**src/rtl/rtc_pkg.sv**
```systemverilog
package rtc_pkg;
  typedef enum logic [2:0] {
    ADDR_CTRL   = 3'd0,
    ADDR_SRC    = 3'd1,
    ADDR_IE     = 3'd2,
    ADDR_FLAGS  = 3'd3,
    ADDR_RELOAD = 3'd4,
    ADDR_ALARM  = 3'd5,
    ADDR_SEC    = 3'd6,
    ADDR_ALM    = 3'd7
  } regAddrE;

  typedef enum logic [1:0] {
    SRC_LRC   = 2'b00,
    SRC_LXTAL = 2'b01,
    SRC_RSVD  = 2'b10,
    SRC_HXTAL = 2'b11
  } srcSelE;

  localparam int NUM_FLAGS = 3;

  typedef struct packed {
    logic tick;
    logic clear;
  } dpStrobeT;
endpackage

```
**src/rtl/rtc_ctrl.sv**
```systemverilog
module rtc_ctrl import rtc_pkg::*; #(
  parameter int SEC_W      = 20,
  parameter int ALM_W      = 32,
  parameter int DATA_W     = 32,
  parameter int DIV        = 128,
  parameter int RELOAD_RST = 'h8000
) (
  input  logic                 clk,
  input  logic                 rstN,
  input  logic                 lrcTickEn,
  input  logic                 lxtalTickEn,
  input  logic                 hxtalTickEn,
  input  logic                 wrEn,
  input  logic [2:0]           wrAddr,
  input  logic [DATA_W-1:0]    wrData,
  input  logic [2:0]           rdAddr,
  output logic [DATA_W-1:0]    rdData,
  input  logic [SEC_W-1:0]     secCnt,
  input  logic [ALM_W-1:0]     almCnt,
  input  logic                 secEvent,
  input  logic                 almEvent,
  input  logic                 ovfEvent,
  output dpStrobeT             strobe,
  output logic [SEC_W-1:0]     reloadVal,
  output logic [ALM_W-1:0]     alarmVal,
  output logic [NUM_FLAGS-1:0] flags,
  output logic                 runEn,
  output logic                 irq
);
  localparam int DIV_W = (DIV > 1) ? $clog2(DIV) : 1;
  localparam logic [DIV_W-1:0] DIV_LAST = DIV_W'(DIV - 1);

  logic [1:0]           srcSel;
  logic [NUM_FLAGS-1:0] ieQ;
  logic [DIV_W-1:0]     divCnt;
  logic                 cfgWrite;
  logic                 srcPulse;
  logic                 hxtalRun;
  logic [NUM_FLAGS-1:0] clrMask;

  assign cfgWrite = wrEn && ((wrAddr == ADDR_SRC) || (wrAddr == ADDR_RELOAD));
  assign clrMask  = (wrEn && wrAddr == ADDR_FLAGS) ? wrData[NUM_FLAGS-1:0] : '0;
  assign hxtalRun = runEn && hxtalTickEn && (srcSel == SRC_HXTAL);

  always_comb begin
    case (srcSel)
      SRC_LRC:   srcPulse = lrcTickEn;
      SRC_LXTAL: srcPulse = lxtalTickEn;
      SRC_HXTAL: srcPulse = hxtalTickEn && (divCnt == DIV_LAST);
      default:   srcPulse = 1'b0;
    endcase
  end

  assign strobe.clear = cfgWrite;
  assign strobe.tick  = runEn && srcPulse && !cfgWrite;

  always_ff @(posedge clk or negedge rstN) begin
    if (!rstN) begin
      divCnt <= '0;
    end else if (cfgWrite) begin
      divCnt <= '0;
    end else if (hxtalRun) begin
      divCnt <= (divCnt == DIV_LAST) ? '0 : divCnt + 1'b1;
    end
  end

  always_ff @(posedge clk or negedge rstN) begin
    if (!rstN) begin
      runEn     <= 1'b0;
      srcSel    <= SRC_LRC;
      ieQ       <= '0;
      reloadVal <= SEC_W'(RELOAD_RST);
      alarmVal  <= '1;
    end else if (wrEn) begin
      case (wrAddr)
        ADDR_CTRL:   runEn     <= wrData[0];
        ADDR_SRC:    srcSel    <= wrData[1:0];
        ADDR_IE:     ieQ       <= wrData[NUM_FLAGS-1:0];
        ADDR_RELOAD: reloadVal <= wrData[SEC_W-1:0];
        ADDR_ALARM:  alarmVal  <= wrData[ALM_W-1:0];
        default: ;
      endcase
    end
  end

  always_ff @(posedge clk or negedge rstN) begin
    if (!rstN) flags <= '0;
    else       flags <= (flags & ~clrMask) | {ovfEvent, almEvent, secEvent};
  end

  assign irq = |(flags & ieQ);

  always_comb begin
    case (rdAddr)
      ADDR_CTRL:   rdData = DATA_W'(runEn);
      ADDR_SRC:    rdData = DATA_W'(srcSel);
      ADDR_IE:     rdData = DATA_W'(ieQ);
      ADDR_FLAGS:  rdData = DATA_W'(flags);
      ADDR_RELOAD: rdData = DATA_W'(reloadVal);
      ADDR_ALARM:  rdData = DATA_W'(alarmVal);
      ADDR_SEC:    rdData = DATA_W'(secCnt);
      default:     rdData = DATA_W'(almCnt);
    endcase
  end
endmodule

```
**src/rtl/rtc_datapath.sv**
```systemverilog
module rtc_datapath import rtc_pkg::*; #(
  parameter int SEC_W = 20,
  parameter int ALM_W = 32
) (
  input  logic             clk,
  input  logic             rstN,
  input  dpStrobeT         strobe,
  input  logic [SEC_W-1:0] reloadVal,
  input  logic [ALM_W-1:0] alarmVal,
  output logic [SEC_W-1:0] secCnt,
  output logic [ALM_W-1:0] almCnt,
  output logic             secEvent,
  output logic             almEvent,
  output logic             ovfEvent
);
  logic almMatch;
  logic almFull;

  assign secEvent = strobe.tick && (secCnt == reloadVal);
  assign almMatch = (almCnt == alarmVal);
  assign almFull  = &almCnt;
  assign almEvent = secEvent && almMatch;
  assign ovfEvent = secEvent && !almMatch && almFull;

  always_ff @(posedge clk or negedge rstN) begin
    if (!rstN) begin
      secCnt <= '0;
      almCnt <= '0;
    end else if (strobe.clear) begin
      secCnt <= '0;
      almCnt <= '0;
    end else if (strobe.tick) begin
      secCnt <= secEvent ? '0 : secCnt + 1'b1;
      if (secEvent) almCnt <= (almMatch || almFull) ? '0 : almCnt + 1'b1;
    end
  end
endmodule

```
**src/rtl/rtc_core.sv**
```systemverilog
module rtc_core import rtc_pkg::*; #(
  parameter int SEC_W      = 20,
  parameter int ALM_W      = 32,
  parameter int DATA_W     = 32,
  parameter int DIV        = 128,
  parameter int RELOAD_RST = 'h8000
) (
  input  logic              clk,
  input  logic              rstN,
  input  logic              lrcTickEn,
  input  logic              lxtalTickEn,
  input  logic              hxtalTickEn,
  input  logic              wrEn,
  input  logic [2:0]        wrAddr,
  input  logic [DATA_W-1:0] wrData,
  input  logic [2:0]        rdAddr,
  output logic [DATA_W-1:0] rdData,
  output logic              irq
);
  dpStrobeT             strobe;
  logic [SEC_W-1:0]     secCnt;
  logic [ALM_W-1:0]     almCnt;
  logic [SEC_W-1:0]     reloadVal;
  logic [ALM_W-1:0]     alarmVal;
  logic [NUM_FLAGS-1:0] flags;
  logic                 runEn;
  logic                 secEvent;
  logic                 almEvent;
  logic                 ovfEvent;

  rtc_ctrl #(
    .SEC_W(SEC_W), .ALM_W(ALM_W), .DATA_W(DATA_W), .DIV(DIV), .RELOAD_RST(RELOAD_RST)
  ) u_ctrl (
    .clk(clk), .rstN(rstN),
    .lrcTickEn(lrcTickEn), .lxtalTickEn(lxtalTickEn), .hxtalTickEn(hxtalTickEn),
    .wrEn(wrEn), .wrAddr(wrAddr), .wrData(wrData),
    .rdAddr(rdAddr), .rdData(rdData),
    .secCnt(secCnt), .almCnt(almCnt),
    .secEvent(secEvent), .almEvent(almEvent), .ovfEvent(ovfEvent),
    .strobe(strobe), .reloadVal(reloadVal), .alarmVal(alarmVal),
    .flags(flags), .runEn(runEn), .irq(irq)
  );

  rtc_datapath #(.SEC_W(SEC_W), .ALM_W(ALM_W)) u_dp (
    .clk(clk), .rstN(rstN), .strobe(strobe),
    .reloadVal(reloadVal), .alarmVal(alarmVal),
    .secCnt(secCnt), .almCnt(almCnt),
    .secEvent(secEvent), .almEvent(almEvent), .ovfEvent(ovfEvent)
  );
endmodule

```
**config.mk**
```make
export PLATFORM = sky130hd
export DESIGN_NAME = rtc_core
export DESIGN_NICKNAME = d
export VERILOG_FILES = /design/src/rtl/rtc_pkg.sv /design/src/rtl/rtc_ctrl.sv /design/src/rtl/rtc_datapath.sv /design/src/rtl/rtc_core.sv
export SDC_FILE = /design/constraint.sdc
export NUM_CORES = 1
export LEC_CHECK = 0
export CAP_MARGIN = 20
export CORE_MARGIN = 2
export CORE_UTILIZATION = 40
export CTS_CLUSTER_SIZE = 12
export DETAILED_ROUTE_END_ITERATION = 8
export DONT_BUFFER_PORTS = 1
export PLACE_DENSITY_LB_ADDON = 0.08
export SLEW_MARGIN = 5
export SYNTH_ARGS = -nofsm -noshare
export SYNTH_HDL_FRONTEND = slang
export SYNTH_HIERARCHICAL = 1
export SYNTH_SLANG_ARGS = --single-unit
export TNS_END_PERCENT = 20
```
**constraint.sdc**
```tcl
create_clock -name clk -period 2.6 [get_ports clk]
set_clock_uncertainty 0.15 [all_clocks]
set_input_delay 0.26 -clock clk [delete_from_list [all_inputs] [get_ports clk]]
set_output_delay 0.26 -clock clk [all_outputs]
set_load 0.01 [all_outputs]
```
==> impl_metrics.tcl <==
set metrics [dict create \
    status "complete, but fails checks" \
    violations "hold timing, setup timing" \
    power.internal_mw 4.35 \
    wl_per_cell_um 21.4 \
    die_w_um 139 \
    holdWs_ps -610 \
    stdcell_count 1023 \
    layout_setup_ws_ps -51.8 \
    gr-usage-all-layers 0.225 \
    ys.warnings.count 6 \
    syn_inst 673 \
    period_share 1.02 \
    clk_latency_ps 420 \
    area_delta_synth_final_pct 26.3 \
    syn_nets 720 \
    ys.flop_type "dfrtp_1" \
    drtIter0Drc 392 \
    dp_hpwl_mm 15.3 \
    critPathLaunchType "register" \
    std_cell_rows 49 \
    nFillCells 1683 \
    n_antenna_cell 0 \
    multiInputGateArea_sq_um 4160 \
    cts.htree.levels 4 \
    cp.arrival_ps 2790 \
    crit_required_ps 2730 \
    grt_overflow_total 0 \
    ys_seq_area_frac 0.418 \
    tns_ps -90.5 \
    final-seq-area_sq_um 3040 \
    max_clock_freq_ghz 0.377 \
    die_h_um 139 \
    setup_viol 4 \
    dieArea_sq_um 19300 \
    switching_share 0.281 \
    comb_power_share 0.195 \
    clk_path_buf_depth 2 \
    clkSlewWorstSetupHoldPaths_ps 60 \
    slowest_delay_ps 370 \
    hold_violations 120 \
    core-area_sq_um 17900 \
    cts_root_buffer "clkbuf_16" \
    first_pass_iters 4 \
    grt_pass1_vias 6007 \
    nNetsFinal 828 \
    worst_pin_slew_ps 788 \
    vias 5889 \
    dp.cells 949 \
    p_total_mw 6.05 \
    cts.sinks 120 \
    via_per_inst 5.76 \
    clock_power_share 0.392 \
    hold_class "in -> async" \
    power.leakage_nw 3.96 \
    ant_nets 0 \
    maxCapViolCount 0 \
    grt_pass1_wl_mm 33.9 \
    max_slew_margin 0.474 \
    numCtsBuffers 17 \
    ir_drop_mv 0.452 \
    drv_slew 0 \
    synth-edff-count 0 \
    crit_slowest_cell "dfrtp_1" \
    antenna_found_initial 0 \
    cellPowerDensity_nw_per_um2 657 \
    seqPwrFrac 0.413 \
    endpoint_kind "register" \
    switchingPower_mw 1.70 \
    crit_family "simple AND/OR/NAND/NOR gates" \
    crit_path_cell_trace "ha_2 > nand3_2 > nor2_4 > a41oi_2 > nor3_2 > nand2_1 > nor4_4 > buf_4 > a21oi_4 > buf_4 > a32oi_1 > o41ai_2" \
    cts_tree "yes" \
    netlist_area_sq_um 7290 \
    ctsHoldBuffers 36 \
    start_util 0.407 \
    cp_max_fo 13 \
    ys_async_sr_fraction 1.00 \
    drc 0 \
    crit_path_frequent_cell "buf_4" \
    ys_seq_elements 120 \
    final_layout_size_suffix_gt1_frac 0.351 \
    synth_cell_types 70 \
    place.gp.congestion 0.835 \
    syn_avg_cell_area_sq_um 10.8 \
    cp_num_buf_inv 2 \
    criticalPathCategory "reg -> reg" \
    grt_max_degree 121 \
    period_needed_ps 2650 \
    wirelength_mm 21.9 \
    num_io_pins 77 \
    rsz0062_at_grt "true" \
    io_buffers 0 \
]
cells in the mapped netlist, drive strengths merged (9+ instances only):
| library cell | number | share of area |
|---|---|---|
| a21oi | 9 | 0.0062 |
| a22o | 9 | 0.011 |
| a32oi | 15 | 0.018 |
| and2 | 20 | 0.017 |
| buf | 28 | 0.028 |
| clkbuf | 13 | 0.0067 |
| dfrtp | 87 | 0.30 |
| dfstp | 33 | 0.12 |
| inv | 11 | 0.0057 |
| mux2 | 59 | 0.091 |
| mux2i | 14 | 0.019 |
| mux4 | 20 | 0.064 |
| nand2 | 50 | 0.026 |
| nand3 | 22 | 0.015 |
| nand4 | 21 | 0.022 |
| nor2 | 60 | 0.031 |
| nor3 | 10 | 0.0076 |
| nor4 | 14 | 0.014 |
| o21a | 9 | 0.0093 |
| o21ai | 16 | 0.011 |
| xnor2 | 25 | 0.030 |
| xor2 | 48 | 0.058 |
cell type report:
type | count | area share
multi-input combinational | 501 | 0.452
sequential | 120 | 0.331
timing repair buffer | 130 | 0.118
clock buffer | 18 | 0.0466
tap | 229 | 0.0311
clock inverter | 14 | 0.0171
inverter | 11 | 0.00448
flip-flops by register name, indices dropped and copies added (netlist names):
| register | count |
|---|---|
| u_dp/secCnt | 20 |
| u_ctrl/runEn | 1 |
| u_ctrl/alarmVal | 32 |
| u_ctrl/flags | 3 |
| u_dp/almCnt | 32 |
| u_ctrl/ieQ | 3 |
| u_ctrl/srcSel | 2 |
| u_ctrl/divCnt | 7 |
| u_ctrl/reloadVal | 20 |
power by group through the flow:
stage                     clock network [mW]  logic, mW  registers, mW
after CTS                               2.42       1.15           2.50
after global placement                     0       1.07           2.51
after global routing                    2.50       1.27           2.54
after detailed placement                   0       1.09           2.53
final                                   2.37       1.18           2.50
after floorplan                            0      0.741           2.44
stage by stage:
| step | utilization | cell area [sq um] | setup slack [ps] |
|---|---|---|---|
| after global placement | 0.447 | 8000 | -68.4 |
| after CTS | 0.501 | 8970 | 9.55 |
| final | 0.514 | 9210 | -51.8 |
| after global routing | 0.514 | 9210 | -159 |
| after floorplan | - | 7300 | 8.11 |
| after detailed placement | 0.447 | 8000 | -172 |
worst reg2reg max path: cells and delay by family, from the launching register on:
kind	cells	cell delay, ps
AND/OR/NAND/NOR	5	810
AO/OA/AOI/OAI	4	590
buffers and inverters	2	390
flip-flops	1	370
adder cells (fa/ha/maj)	1	200
final timing paths:
| path | from | cells after the start | to | slack (ps) |
|---|---|---|---|---|
| worst max-delay path | u_ctrl/divCnt[1] | 12 | u_dp/almCnt[26] | -50 |
| worst min-delay path | rstN | 0 | u_ctrl/reloadVal[19] | -610 |
| worst max register to register | u_ctrl/divCnt[1] | 12 | u_dp/almCnt[26] | -50 |
| worst min register to register | u_ctrl/divCnt[5] | 1 | u_ctrl/divCnt[5] | 350 |
| max in group asynchronous | rstN | 0 | u_ctrl/alarmVal[1] | 2670 |
| min in group clk | wrAddr[0] | 4 | u_ctrl/flags[0] | 40 |
layer usage:
metal | vias to the layer above | GRT usage | wire length [um]
li1 | 2703 | - | -
met1 | 3006 | 0.303 | 9750
met2 | 150 | 0.371 | 10900
met3 | 30 | 0.0445 | 887
met4 | 0 | 0.0649 | 419
met5 | - | 0 | 0
cell families (layout without fill, tap and decap cells):
| logic type | count (synthesis) | after routing | synth area share |
|---|---|---|---|
| flops | 120 | 120 | 0.418 |
| simple gates | 229 | 229 | 0.168 |
| buf+inv | 52 | 173 | 0.0400 |
| fa+ha+maj | 3 | 3 | 0.00515 |
| mux | 93 | 93 | 0.174 |
| xor+xnor | 73 | 73 | 0.0877 |
| compound gates | 103 | 103 | 0.107 |
what timing repair did:
| action | in CTS | in global routing |
|---|---|---|
| resized for setup | 5 | 43 |
| pin swaps | 2 | 5 |
| setup endpoints to repair | 33 | 40 |
| endpoints found under the hold margin | 181 | 120 |
| setup buffers | 1 | 5 |
| gates cloned | 0 | 0 |
placed cells by master, fill, tap and decap left out, types with 4 or more instances in the layout:
cell            n
nor4_2          4
and2_1         20
and3_1          5
nand4_1        18
a21oi_1         8
a31o_2          6
nor3_1          6
or4_1           4
dfrtp_1        87
nand3_1        20
o41ai_2         5
dlygate4sd3_1  36
mux4_1          4
mux4_2         16
clkbuf_16      17
clkinv_2        6
dfstp_2        33
mux2i_1        14
o21a_1          8
mux2_2         56
a32oi_1        13
inv_1          11
nand2b_1        4
nand2_1        49
o21ai_1         5
a22o_1          9
nor4_1          8
nor2_1         56
and4_1          5
buf_6           5
xnor2_1        25
clkinvlp_4      5
o21ai_0        10
xor2_1         48
buf_4          89
a21o_1          4
Note: power is estimated with default switching activity, not from simulation.
